$ cat config.mk
export PLATFORM = sky130hd
export DESIGN_NAME = ext_irq_ctrl
export DESIGN_NICKNAME = d
export VERILOG_FILES = /design/src/rtl/ext_irq_pkg.sv /design/src/rtl/ext_irq_sync.sv /design/src/rtl/ext_irq_edge.sv /design/src/rtl/ext_irq_regs.sv /design/src/rtl/ext_irq_ctrl.sv
export SDC_FILE = /design/constraint.sdc
export NUM_CORES = 1
export LEC_CHECK = 0
export ABC_AREA = 1
export BUFFER_PORTS_ARGS = -buffer_cell sky130_fd_sc_hd__buf_4
export CAP_MARGIN = 20
export CELL_PAD_IN_SITES_DETAIL_PLACEMENT = 1
export CELL_PAD_IN_SITES_GLOBAL_PLACEMENT = 2
export CORE_UTILIZATION = 20
export DETAILED_ROUTE_END_ITERATION = 8
export PLACE_DENSITY_LB_ADDON = 0.1
export SLEW_MARGIN = 20
export SYNTH_ARGS = -nofsm -noshare
export SYNTH_HDL_FRONTEND = slang
export SYNTH_SLANG_ARGS = --single-unit
$ cat constraint.sdc
create_clock -name clk -period 0.99 [get_ports clk]
set_input_delay 0.0495 -clock clk [delete_from_list [all_inputs] [get_ports clk]]
set_output_delay 0.0495 -clock clk [all_outputs]
set_load 0.1 [all_outputs]
$ cat src/rtl/ext_irq_pkg.sv
package ext_irq_pkg;
  // Control/status bit positions (software decodes these)
  localparam int CAP_BIT  = 5;
  localparam int POL_BIT  = 6;
  localparam int EN_BIT   = 12;
  localparam int PEND_BIT = 17;
  localparam int MISS_BIT = 23;

  localparam logic [1:0] ADDR_CTRL = 2'd0;
  localparam logic [1:0] ADDR_CAPT = 2'd1;
  localparam logic [1:0] ADDR_LIVE = 2'd2;

  typedef struct packed {
    logic en;
    logic pol;
    logic cap;
  } irq_cfg_t;
endpackage

$ cat src/rtl/ext_irq_sync.sv
module ext_irq_sync #(
  parameter int WIDTH  = 8,
  parameter int STAGES = 2
) (
  input  logic             clk,
  input  logic             rst,
  input  logic [WIDTH-1:0] d,
  output logic [WIDTH-1:0] q
);
  logic [WIDTH-1:0] stage_q [STAGES];

  generate
    for (genvar s = 0; s < STAGES; s++) begin : g_stage
      if (s == 0) begin : g_first
        always_ff @(posedge clk) begin
          if (rst) stage_q[s] <= '0;
          else     stage_q[s] <= d;
        end
      end else begin : g_next
        always_ff @(posedge clk) begin
          if (rst) stage_q[s] <= '0;
          else     stage_q[s] <= stage_q[s-1];
        end
      end
    end
  endgenerate

  assign q = stage_q[STAGES-1];
endmodule

$ cat src/rtl/ext_irq_edge.sv
module ext_irq_edge (
  input  logic clk,
  input  logic rst,
  input  logic req,
  input  logic gate_n,
  input  logic en,
  input  logic pol,
  output logic hit
);
  logic req_prev;
  logic rise, fall, sel_edge;

  always_ff @(posedge clk) begin
    if (rst) req_prev <= 1'b0;
    else     req_prev <= req;
  end

  assign rise     = req & ~req_prev;
  assign fall     = ~req & req_prev;
  assign sel_edge = pol ? fall : rise;
  assign hit      = sel_edge & en & ~gate_n;
endmodule

$ cat src/rtl/ext_irq_regs.sv
module ext_irq_regs
  import ext_irq_pkg::*;
#(
  parameter int DATA_W = 32,
  parameter int PORT_W = 8
) (
  input  logic              clk,
  input  logic              rst,
  input  logic              wr_ctrl,
  input  logic [DATA_W-1:0] wdata,
  input  logic              hit,
  input  logic [PORT_W-1:0] port_sync,
  output irq_cfg_t          cfg,
  output logic              pend,
  output logic              missed,
  output logic [PORT_W-1:0] captured
);
  always_ff @(posedge clk) begin
    if (rst) begin
      cfg <= '0;
    end else if (wr_ctrl) begin
      cfg.en  <= wdata[EN_BIT];
      cfg.pol <= wdata[POL_BIT];
      cfg.cap <= wdata[CAP_BIT];
    end
  end

  // set wins over a same-cycle clear
  always_ff @(posedge clk) begin
    if (rst) begin
      pend   <= 1'b0;
      missed <= 1'b0;
    end else begin
      if (hit)                           pend <= 1'b1;
      else if (wr_ctrl && wdata[PEND_BIT]) pend <= 1'b0;
      if (hit && pend)                   missed <= 1'b1;
      else if (wr_ctrl && wdata[MISS_BIT]) missed <= 1'b0;
    end
  end

  always_ff @(posedge clk) begin
    if (rst)                      captured <= '0;
    else if (hit && !pend && cfg.cap) captured <= port_sync;
  end


  pend_needs_en_chk: assert property (@(posedge clk) disable iff (rst)
    $rose(pend) |-> $past(cfg.en));

  w1c_pend_chk: assert property (@(posedge clk) disable iff (rst)
    ($past(wr_ctrl) && $past(wdata[PEND_BIT]) && !$past(hit)) |-> !pend);

  missed_src_chk: assert property (@(posedge clk) disable iff (rst)
    $rose(missed) |-> ($past(hit) && $past(pend)));

  capture_hold_chk: assert property (@(posedge clk) disable iff (rst)
    $past(pend) |-> $stable(captured));

  set_wins_chk: assert property (@(posedge clk) disable iff (rst)
    $past(hit) |-> pend);
endmodule

$ cat src/rtl/ext_irq_ctrl.sv
module ext_irq_ctrl
  import ext_irq_pkg::*;
#(
  parameter int DATA_W      = 32,
  parameter int PORT_W      = 8,
  parameter int SYNC_STAGES = 2
) (
  input  logic              clk,
  input  logic              rst,
  input  logic              reg_wr,
  input  logic [1:0]        reg_addr,
  input  logic [DATA_W-1:0] reg_wdata,
  output logic [DATA_W-1:0] reg_rdata,
  input  logic [PORT_W-1:0] port_in,
  output logic [PORT_W-1:0] port_latched,
  output logic              irq
);
  localparam int REQ_IDX  = PORT_W - 2;
  localparam int GATE_IDX = PORT_W - 1;

  logic [PORT_W-1:0] port_sync;
  logic [PORT_W-1:0] live_view;
  logic              hit, pend, missed, wr_ctrl;
  irq_cfg_t          cfg;
  logic [DATA_W-1:0] ctrl_word, rd_next;

  ext_irq_sync #(.WIDTH(PORT_W), .STAGES(SYNC_STAGES)) u_sync (
    .clk(clk), .rst(rst), .d(port_in), .q(port_sync)
  );

  ext_irq_edge u_edge (
    .clk(clk), .rst(rst),
    .req(port_sync[REQ_IDX]), .gate_n(port_sync[GATE_IDX]),
    .en(cfg.en), .pol(cfg.pol), .hit(hit)
  );

  assign wr_ctrl = reg_wr && (reg_addr == ADDR_CTRL);

  ext_irq_regs #(.DATA_W(DATA_W), .PORT_W(PORT_W)) u_regs (
    .clk(clk), .rst(rst), .wr_ctrl(wr_ctrl), .wdata(reg_wdata),
    .hit(hit), .port_sync(port_sync), .cfg(cfg), .pend(pend),
    .missed(missed), .captured(port_latched)
  );

  always_comb begin
    ctrl_word           = '0;
    ctrl_word[CAP_BIT]  = cfg.cap;
    ctrl_word[POL_BIT]  = cfg.pol;
    ctrl_word[EN_BIT]   = cfg.en;
    ctrl_word[PEND_BIT] = pend;
    ctrl_word[MISS_BIT] = missed;
  end

  always_comb begin
    live_view = port_sync;
    if (cfg.en) begin
      live_view[REQ_IDX]  = 1'b0;
      live_view[GATE_IDX] = 1'b0;
    end
  end

  always_comb begin
    case (reg_addr)
      ADDR_CTRL: rd_next = ctrl_word;
      ADDR_CAPT: rd_next = DATA_W'(port_latched);
      ADDR_LIVE: rd_next = DATA_W'(live_view);
      default:   rd_next = '0;
    endcase
  end

  always_ff @(posedge clk) begin
    if (rst) reg_rdata <= '0;
    else     reg_rdata <= rd_next;
  end

  assign irq = pend & cfg.en;


  irq_src_chk: assert property (@(posedge clk) disable iff (rst)
    $rose(irq) |-> ($past(hit) || $rose(cfg.en)));
endmodule

==> impl_metrics.ini <==
[run_status]
status = finished with violations
violations = negative setup slack

[clocking]
cts_buffer_depth = 2
path_clk_slew_ps = 80
h-tree-depth = 2
clockRootBuffer = clkbuf_8
cts_sinks = 41
cts_buffers = 5
clk_latency_ps = 300
tritoncts = built

[detailed_routing]
route.layer.met1.wl_mm = 1.920
vias_per_cell = 3.572
drt_iter0_markers = 32
wl_met3_um = 191
antenna_left = 0
drc_errors = 0
wire_per_inst_um = 10.35
dr.pass1.iters = 3
num_vias = 1336
routed.top_layer = met4
wl_met2_mm = 1.683
finalWirelength_mm = 3.870

[die]
fp.coreArea_mm2 = 0.007727
die_area_mm2 = 0.008350
initial_core_util_pct = 20.68
die_h_um = 91.38
ioPinCount = 86
rows = 32
dieWidth_um = 91.38

[finish]
final_cell_mix = buf_4 (41), inv_1 (36), nor2_1 (36), nand2_1 (28), dfxtp_1 (27)
diodes = 0
drive_above_1_share_pct = 33.46
area_growth_syn_to_layout_pct = 49.41
final_util_pct = 30.89
final_common_cell = buf_4
nNetsFinal = 316

[yosys]
yosys.area.top_type_share_pct = 51.37
seq_area_frac_synth_pct = 51.37
synth_seq_cells = 41
syn_area_mm2 = 0.001598
synth.largest_area_cell = dfxtp_1
netlist_instances = 205
yosys_warnings = 0
synth_cell_types = 21
syn_avg_cell_area_um2 = 7.794
synthTopCellsByArea = dfxtp_1 (51%), buf_4 (9.9%), inv_1 (8.9%)

[grt]
grt_max_degree = 26
antenna_found_initial = 0
grt_pass1_vias = 1379
grt_usage_pct = 10.20
grt_pass1_wl_mm = 6.555
grt_overflow = 0

[setup_path]
r2r.worst_path.cells = 6
crit_chain = buf_6, nand2_4, clkinvlp_4, buf_12
end_kind = output port
reg2reg_slack_ps = -90
rr_startpoint = u_sync.stage_q[1][6]$_SDFF_PP0_
arrival_ps = 1050
cp-start-kind = flip-flop
required_ps = 940
critPathMaxFanout = 2
r2r_end = u_regs.captured[4]$_SDFFE_PP0P_
max_stage_delay_ps = 330
path_class = reg2out
critPathSlowestCell = dfxtp_2

[timing]
setup_viol = 9
hold_ws_ps = 57.87
hold_viol_final = 0
setup_slack_ps = -112.1
rsz0062_at_grt = true
max_freq_mhz = 907.4
fin_skew_ps = 2.185
finalCriticalPeriod_ps = 1102
slew_viol_final = 0
period_share_pct = 111.3

[place]
post-place-ws_ps = -114.8
dp_hpwl_mm = 2.716
place_congestion = 0.6316
portBuffers = 37

[pwr]
p_leak_nw = 1.109
powerDensity_mw_per_mm2 = 1589
ir_drop_mv = 0.5196

[flow_run]
max_cap_viol_count = 0

[worst_hold_path]
min_from = reg_wdata[17]
hold-path-endpoint = u_regs.pend$_SDFFE_PP0P_
hold_path_class = in2reg
hold_depth = 4
cell families (layout without fill, tap and decap cells):
logic type / Yosys count / in the layout / share of synthesized area (%)
AO/OA/AOI/OAI: 18 / 18 / 6.891
other: 1 / 21 / 0.2347
buffers and inverters: 64 / 111 / 20.13
AND/OR/NAND/NOR: 81 / 81 / 21.38
flip-flops: 41 / 41 / 51.37
per-layer routing:
metal / GRT usage, % / up-vias
met4: 4.762 / 0
met3: 2.764 / 5
met1: 12.94 / 584
met2: 15.98 / 42
met5: 0 / -
li1: - / 705
critical path: cells and delay by family (launching register included):
kind                   cells  cell delay, ps
flip-flops                 1             330
AND/OR/NAND/NOR            1              50
buffers and inverters      3             380
power breakdown:
| part | internal [mW] | total (mW) | switching [mW] | leakage, nW |
|---|---|---|---|---|
| clock network | 0.755 | 1.38 | 0.627 | 0.0543 |
| logic | 0.161 | 0.697 | 0.536 | 0.713 |
| registers | 1.69 | 1.71 | 0.0215 | 0.341 |
| total | 2.61 | 3.79 | 1.18 | 1.11 |
cells in the mapped netlist (all sizes together):
library cell,instances
dfxtp,41
a21oi,9
inv,39
o221ai,1
nand2,31
clkbuf,2
o22ai,3
nand3,3
nor2,39
nand4,7
conb,1
nor3,1
a31oi,1
buf,23
o21ai,4
through the flow:
step | area [µm²] | cells | power [mW] | setup TNS (ps)
2_1_floorplan | 1692 | 225 | 2.316 | -417.0
3_3_place_gp | 2054 | 355 | 2.406 | -614.6
3_5_place_dp | 2054 | 355 | 2.406 | -842.7
4_1_cts | 2325 | 373 | 3.846 | -924.2
5_1_grt | 2387 | 374 | 3.998 | -1615
6_report | 2387 | 374 | 3.792 | -684.8
registers in the layout, indices dropped and copies added, names as in the netlist:
signal           flops
u_regs.captured      8
u_edge.req_prev      1
u_sync.stage_q      16
reg_rdata           11
u_regs.pend          1
u_regs.cfg           3
u_regs.missed        1
cell type report:
cell class | count | area, µm²
Inverter | 39 | 156.4
Timing Repair Buffer | 64 | 574.3
Multi-Input combinational cell | 120 | 573.1
Clock buffer | 5 | 68.82
Tap cell | 102 | 127.6
Sequential cell | 41 | 840.8
Fill cell | 940 | 5340
Clock inverter | 3 | 46.29
repair_timing:
action	CTS	global route
gates resized for setup	19	14
setup endpoints to repair	18	15
pin swaps	2	7
hold buffers	8	0
buffers inserted	2	1
hold endpoints to repair	8	0
gates cloned	0	0
how the worst max path moves through the flow:
stage / cells after the start / slack (ps) / end / startpoint
4_1_cts: 4 / -130 / irq / u_regs.cfg[2]$_SDFFE_PP0P_
5_1_grt: 7 / -190 / u_regs.captured[0]$_SDFFE_PP0P_ / u_sync.stage_q[1][6]$_SDFF_PP0_
3_3_place_gp: 7 / -90 / u_regs.captured[0]$_SDFFE_PP0P_ / u_sync.stage_q[1][6]$_SDFF_PP0_
3_5_place_dp: 7 / -110 / u_regs.captured[6]$_SDFFE_PP0P_ / u_sync.stage_q[1][6]$_SDFF_PP0_
2_1_floorplan: 6 / -60 / u_regs.captured[0]$_SDFFE_PP0P_ / u_sync.stage_q[1][6]$_SDFF_PP0_
6_report: 4 / -110 / irq / u_regs.cfg[2]$_SDFFE_PP0P_
Note: power is estimated with default switching activity, not from simulation.
